`src/rtl/rxs_pkg.sv`:
```
package rxs_pkg;

    // registered flag state of the receive side
    typedef struct packed {
        logic en;
        logic busy;
        logic fin;
        logic ovr;
        logic par;
        logic frm;
        logic irq;
        logic dma;
    } rxs_flags_t;

    // qualified events for one cycle
    typedef struct packed {
        logic dis;
        logic ena;
        logic start;
        logic done;
        logic rd;
        logic perr;
        logic ferr;
    } rxs_evt_t;

endpackage

```
`src/rtl/rxs_parity_chk.sv`:
```
module rxs_parity_chk #(
    parameter int DW = 8
) (
    input  logic [DW-1:0] data,
    input  logic          par_bit,
    input  logic          odd_sel,
    output logic          mismatch
);
    logic ones_odd;

    always_comb begin
        ones_odd = (^data) ^ par_bit;
        mismatch = (ones_odd != odd_sel);
    end
endmodule

```
`src/rtl/rxs_evt_qual.sv`:
```
module rxs_evt_qual
    import rxs_pkg::*;
(
    input  logic     en_q,
    input  logic     mode_async,
    input  logic     parity_en,
    input  logic     en_wr,
    input  logic     en_wdata,
    input  logic     rx_start,
    input  logic     rx_done,
    input  logic     buf_rd_lo,
    input  logic     par_mismatch,
    input  logic     rx_frame_err,
    output rxs_evt_t evt
);
    logic active;

    always_comb begin
        evt.dis   = en_wr & ~en_wdata;
        evt.ena   = en_wr & en_wdata;
        active    = en_q & ~evt.dis;
        evt.start = active & rx_start;
        evt.done  = active & rx_done;
        evt.rd    = active & buf_rd_lo;
        evt.perr  = mode_async & parity_en & par_mismatch;
        evt.ferr  = mode_async & rx_frame_err;
    end
endmodule

```
`src/rtl/rxs_flag_next.sv`:
```
module rxs_flag_next
    import rxs_pkg::*;
(
    input  rxs_flags_t flags_q,
    input  rxs_evt_t   evt,
    output rxs_flags_t flags_d,
    output logic       load
);
    logic buf_full;

    always_comb begin
        flags_d     = flags_q;
        flags_d.irq = 1'b0;
        flags_d.dma = 1'b0;
        load        = 1'b0;
        buf_full    = flags_q.ovr | (flags_q.fin & ~evt.rd);

        if (evt.dis) begin
            flags_d = '0;
        end else begin
            if (evt.ena) begin
                flags_d.en = 1'b1;
            end
            if (evt.start) begin
                flags_d.busy = 1'b1;
            end else if (evt.done) begin
                flags_d.busy = 1'b0;
            end
            if (evt.rd && !flags_q.ovr) begin
                flags_d.fin = 1'b0;
                flags_d.par = 1'b0;
                flags_d.frm = 1'b0;
            end
            if (evt.done) begin
                if (buf_full) begin
                    flags_d.ovr = 1'b1;
                end else begin
                    load        = 1'b1;
                    flags_d.fin = 1'b1;
                    flags_d.par = evt.perr;
                    flags_d.frm = evt.ferr;
                    flags_d.irq = 1'b1;
                    flags_d.dma = ~(evt.perr | evt.ferr);
                end
            end
        end
    end
endmodule

```
`src/rtl/rx_status_ctrl.sv`:
```
module rx_status_ctrl
    import rxs_pkg::*;
#(
    parameter int DW = 8
) (
    input  logic          clk,
    input  logic          rst_n,
    input  logic          mode_async,
    input  logic          parity_en,
    input  logic          parity_odd,
    input  logic          en_wr,
    input  logic          en_wdata,
    input  logic          rx_start,
    input  logic          rx_done,
    input  logic [DW-1:0] rx_data,
    input  logic          rx_par_bit,
    input  logic          rx_frame_err,
    input  logic          buf_rd_lo,
    output logic          rx_en,
    output logic          rx_busy,
    output logic          rx_finished,
    output logic          rx_overrun,
    output logic          rx_parity_err,
    output logic          rx_framing_err,
    output logic          rx_err_sum,
    output logic [DW-1:0] rx_buf,
    output logic          rx_irq,
    output logic          rx_dma_req
);
    rxs_flags_t    flags_d, flags_q;
    rxs_evt_t      evt;
    logic          mismatch;
    logic          load;
    logic [DW-1:0] buf_d, buf_q;

    rxs_parity_chk #(.DW(DW)) u_par (
        .data     (rx_data),
        .par_bit  (rx_par_bit),
        .odd_sel  (parity_odd),
        .mismatch (mismatch)
    );

    rxs_evt_qual u_qual (
        .en_q         (flags_q.en),
        .mode_async   (mode_async),
        .parity_en    (parity_en),
        .en_wr        (en_wr),
        .en_wdata     (en_wdata),
        .rx_start     (rx_start),
        .rx_done      (rx_done),
        .buf_rd_lo    (buf_rd_lo),
        .par_mismatch (mismatch),
        .rx_frame_err (rx_frame_err),
        .evt          (evt)
    );

    rxs_flag_next u_next (
        .flags_q (flags_q),
        .evt     (evt),
        .flags_d (flags_d),
        .load    (load)
    );

    always_comb begin
        buf_d = load ? rx_data : buf_q;
    end

    always_ff @(posedge clk or negedge rst_n) begin
        if (!rst_n) begin
            flags_q <= '0;
            buf_q   <= '0;
        end else begin
            flags_q <= flags_d;
            buf_q   <= buf_d;
        end
    end

    always_comb begin
        rx_en          = flags_q.en;
        rx_busy        = flags_q.busy;
        rx_finished    = flags_q.fin;
        rx_overrun     = flags_q.ovr;
        rx_parity_err  = flags_q.par;
        rx_framing_err = flags_q.frm;
        rx_err_sum     = flags_q.ovr | flags_q.par | flags_q.frm;
        rx_buf         = buf_q;
        rx_irq         = flags_q.irq;
        rx_dma_req     = flags_q.dma;
    end

    // a DMA request only ever accompanies an interrupt
    a_r5_dma_needs_irq: assert property (@(posedge clk) disable iff (!rst_n)
        rx_dma_req |-> rx_irq);

    // an interrupt pulse comes with a loaded, unread buffer
    a_r14_irq_with_fin: assert property (@(posedge clk) disable iff (!rst_n)
        rx_irq |-> rx_finished);

    // an enable-clear write leaves every flag low next cycle
    a_r3_disable_clears: assert property (@(posedge clk) disable iff (!rst_n)
        (en_wr && !en_wdata) |=> (!rx_en && !rx_busy && !rx_finished &&
                                  !rx_overrun && !rx_err_sum));

    // overrun holds unless enable is cleared
    a_r6_ovr_sticky: assert property (@(posedge clk) disable iff (!rst_n)
        (rx_overrun && !(en_wr && !en_wdata)) |=> rx_overrun);

    // nothing is stored while overrun is held
    a_r4_buf_frozen: assert property (@(posedge clk) disable iff (!rst_n)
        rx_overrun |=> $stable(rx_buf));

    // while disabled and not being enabled, flags stay clear
    a_r13_idle_disabled: assert property (@(posedge clk) disable iff (!rst_n)
        (!rx_en && !en_wr) |=> (!rx_busy && !rx_finished && !rx_irq));
endmodule

```
`config.mk`:
```
export PLATFORM = sky130hd
export DESIGN_NAME = rx_status_ctrl
export DESIGN_NICKNAME = d
export VERILOG_FILES = /design/src/rtl/rxs_pkg.sv /design/src/rtl/rxs_parity_chk.sv /design/src/rtl/rxs_evt_qual.sv /design/src/rtl/rxs_flag_next.sv /design/src/rtl/rx_status_ctrl.sv
export SDC_FILE = /design/constraint.sdc
export NUM_CORES = 1
export LEC_CHECK = 0
export BUFFER_PORTS_ARGS = -buffer_cell sky130_fd_sc_hd__buf_2
export CORE_MARGIN = 3
export CORE_UTILIZATION = 44
export CTS_CLUSTER_SIZE = 20
export DETAILED_ROUTE_END_ITERATION = 7
export HOLD_SLACK_MARGIN = 0.1
export MAX_ROUTING_LAYER = met4
export PLACE_DENSITY = 0.89
export SETUP_SLACK_MARGIN = 0.1
export SYNTH_ARGS = -nofsm -noshare
export SYNTH_HDL_FRONTEND = slang
export SYNTH_SLANG_ARGS = --single-unit
```
`constraint.sdc`:
```
create_clock -name clk -period 1.9 [get_ports clk]
set_input_delay 0.38 -clock clk [delete_from_list [all_inputs] [get_ports clk]]
set_output_delay 0.38 -clock clk [all_outputs]
set_load 0.03 [all_outputs]
```
==> flow_metrics.tcl <==
set metrics [dict create \
    layout_stage_area_growth_over_the_synthesis_result_pct 31.91 \
    routabilityCongestion 0.7004 \
    die_area_mm2 0.002264 \
    yosys.area.top_type_share_pct 52.63 \
    antenna_left 0 \
    wl_per_cell_um 13.89 \
    drt-vias-per-instance 5.088 \
    remaining_global_route_overflow 0 \
    powerDensity_mw_per_mm2 1112 \
    clock_sinks 16 \
    cap_viol_max_count 0 \
    detailedRoute.firstPassIterationCount 3 \
    syn_area_um2 760.7 \
    yosysWarningCount 0 \
    num-fill-cells 125 \
    grt_start_max_net_pins 17 \
    cts_inserted_buffers 3 \
    layout-drive-gt1-share_pct 55.10 \
    synth_enable_flop_cells 0 \
    final_critical_path_setup_slack_ns 0.2224 \
    crit_path_cell_trace "nand2_1, or4_4, buf_4, mux2_4" \
    worst_setup_hold_path_clk_slew_ns 0.09 \
    wire_length_of_the_first_global_routing_pass_mm 2.511 \
    r2r-end "rx_buf[3]" \
    num_rows 14 \
    worstReg2RegStart "rx_en" \
    tightest_slew_ns 0.3479 \
    grt_setup_unrepaired "no" \
    routed-via-count 580 \
    cts_root_buffer "clkbuf_4" \
    post_synth_most_frequent_cells "dfrtp_1, xnor2_1, mux2_4, nor2_1" \
    reg2reg_setup_slack_ns 0.22 \
    cts_tree "yes" \
    hold_path_startpoint "mode_async" \
    placement.cell_area_um2 957.2 \
    initialDrtViolationCount 5 \
    max_slew_margin_pct 76.81 \
    async_flop_share_pct 100.0 \
    max-vdd-ir-drop_uv 573.4 \
    synth.largest_area_cell "dfrtp_1" \
    ys_top_cells_by_area "dfrtp_1, mux2_4, xnor2_1" \
    dominant_register_cell_in_the_synthesized_netlist "dfrtp_1" \
    dieHeight_um 47.58 \
    wirelength_mm 1.584 \
    cp_data_arrival_time_ns 1.84 \
    worst_setup_path_start_kind "register" \
    hold_path_depth 2 \
    syn-instance-count 57 \
    io_buffers 36 \
    timing.setup.critical_path_class "reg2reg" \
    critical_path.max_stage_delay_ns 0.49 \
    reg2reg_depth 4 \
    hold_violations 0 \
    sequential_fraction_of_the_synthesis_area_pct 52.63 \
    required_ns 2.06 \
    final.period_utilization_pct 88.30 \
    critical_path_buf_inv_count 1 \
    timing.fmax_mhz 596.1 \
    period_minus_slack_ns 1.678 \
    synth.most_common_cell "dfrtp_1" \
    max-clock-path-buffers 2 \
    tns_setup_ns 0 \
    grt_pass1_vias 589 \
    synth_fp_nets 77 \
    timing.critical_path.to_type "register" \
    initial_core_util_pct 48.80 \
    final_cell_area_mm2 0.001003 \
    path_max_fanout 12 \
    leak_pwr_nw 0.5442 \
    crit_path_top_delay_cell "or4_4" \
    final_max_slew_viol_count 0 \
    dp_worst_setup_slack_ns 0.1149 \
    crit_family "simple AND/OR/NAND/NOR gates" \
    worst_hold_path.endpoint "rx_dma_req" \
    synth_area_per_cell_um2 13.35 \
    clock_skew_ns 0.005689 \
    antenna_cells 0 \
    report.final.setup_viol 0 \
    htree_num_levels 1 \
    initial_antenna_violation_count 0 \
    design.final.nets 119 \
    run_status "complete, no violations" \
    drc 0 \
    grt.total_usage_pct 16.71 \
    yosys.cell_types.count 21 \
    worstSkewPairLatency_ns 0.28 \
    synth-seq-cells 16 \
    dieWidth_um 47.58 \
    design.core.area_mm2 0.001559 \
    timing.hold.worst.class "in2reg" \
    floorplan.io_pins 37 \
]
==> metrics by stage <==
stage                     utilization [%]  total power, mW  instances  hold WS, ns
final                               64.37            1.116        114       0.3061
after global routing                64.37            1.178        114       0.2987
after CTS                           64.37            1.131        114       0.2971
after detailed placement            61.40           0.9100        109       0.3036
after global placement              61.40           0.8957        109       0.2957
after floorplan                         -           0.7723         57      0.08441
==> worst max-delay path by stage <==
stage,from,endpoint,slack (ns),cells after the start
global placement,en_wr,rx_buf[7],0.15,5
CTS,rx_en,rx_buf[3],0.21,4
detailed placement,en_wr,rx_buf[4],0.11,5
floorplan,rx_en,rx_buf[2],0.13,4
global route,rx_en,rx_buf[4],0.16,4
finish,rx_en,rx_buf[3],0.22,4
==> cells by family (layout without fill, tap and decap cells) <==
group	after synthesis	in the layout	share of synthesized area, %
and+or+nand+nor	16	16	12.50
AOI/OAI and AO/OA	6	6	5.592
buffers and inverters	2	43	1.973
muxes	9	9	16.28
DFF	16	16	52.63
xor gates and xnor gates	8	8	11.02
==> what timing repair did <==
action,CTS,global route
hold buffers,1,0
hold endpoints to repair,16,0
resized for setup,0,0
setup buffers,0,0
==> placed cells by master, fill, tap and decap left out <==
master,count
or4_4,1
clkbuf_8,1
a31oi_1,2
nand3b_1,1
o21ai_2,1
and3_2,1
dlygate4sd3_1,1
o2bb2ai_1,1
mux2_4,6
nand2_1,3
mux2_2,3
xnor3_1,1
nor2_1,6
nor2b_4,1
nand4b_1,1
buf_2,36
xnor2_1,7
a21oi_1,1
inv_1,1
nor2b_1,1
dfrtp_1,16
buf_4,1
or3_1,1
a22oi_1,1
clkbuf_4,3
==> per-layer routing <==
| layer | global-route usage (%) | share of wire [%] |
|---|---|---|
| met5 | - | 0 |
| met4 | 10.75 | 1.7 |
| met3 | 3.383 | 4.1 |
| met2 | 27.54 | 57 |
| met1 | 18.12 | 37 |
==> power by group <==
| part | switching, mW | internal (mW) | leakage (nW) |
|---|---|---|---|
| clock | 0.0992 | 0.116 | 0.0210 |
| combinational | 0.262 | 0.184 | 0.324 |
| sequential | 0.0419 | 0.412 | 0.199 |
| total | 0.403 | 0.712 | 0.544 |
==> worst reg2reg max path, stage by stage (launching register included) <==
cell and delay, ns:
dfrtp_1 0.43, nand2_1 0.12, or4_4 0.49, buf_4 0.21, mux2_4 0.31
==> state kept, by name, summed over array words and instances (netlist names) <==
name            count
rx_dma_req          1
rx_finished         1
rx_buf              8
rx_busy             1
rx_overrun          1
rx_irq              1
rx_parity_err       1
rx_en               1
rx_framing_err      1
==> cell type report <==
class	count	area, µm²	area share (%)
sequential	16	400.4	39.90
inverter	1	3.754	0.3741
timing repair buffer	38	197.7	19.70
clock buffer	4	36.28	3.616
multi-input combinational	39	345.3	34.41
tap	16	20.02	1.995
No activity file was read; power rests on OpenSTA's default activity.
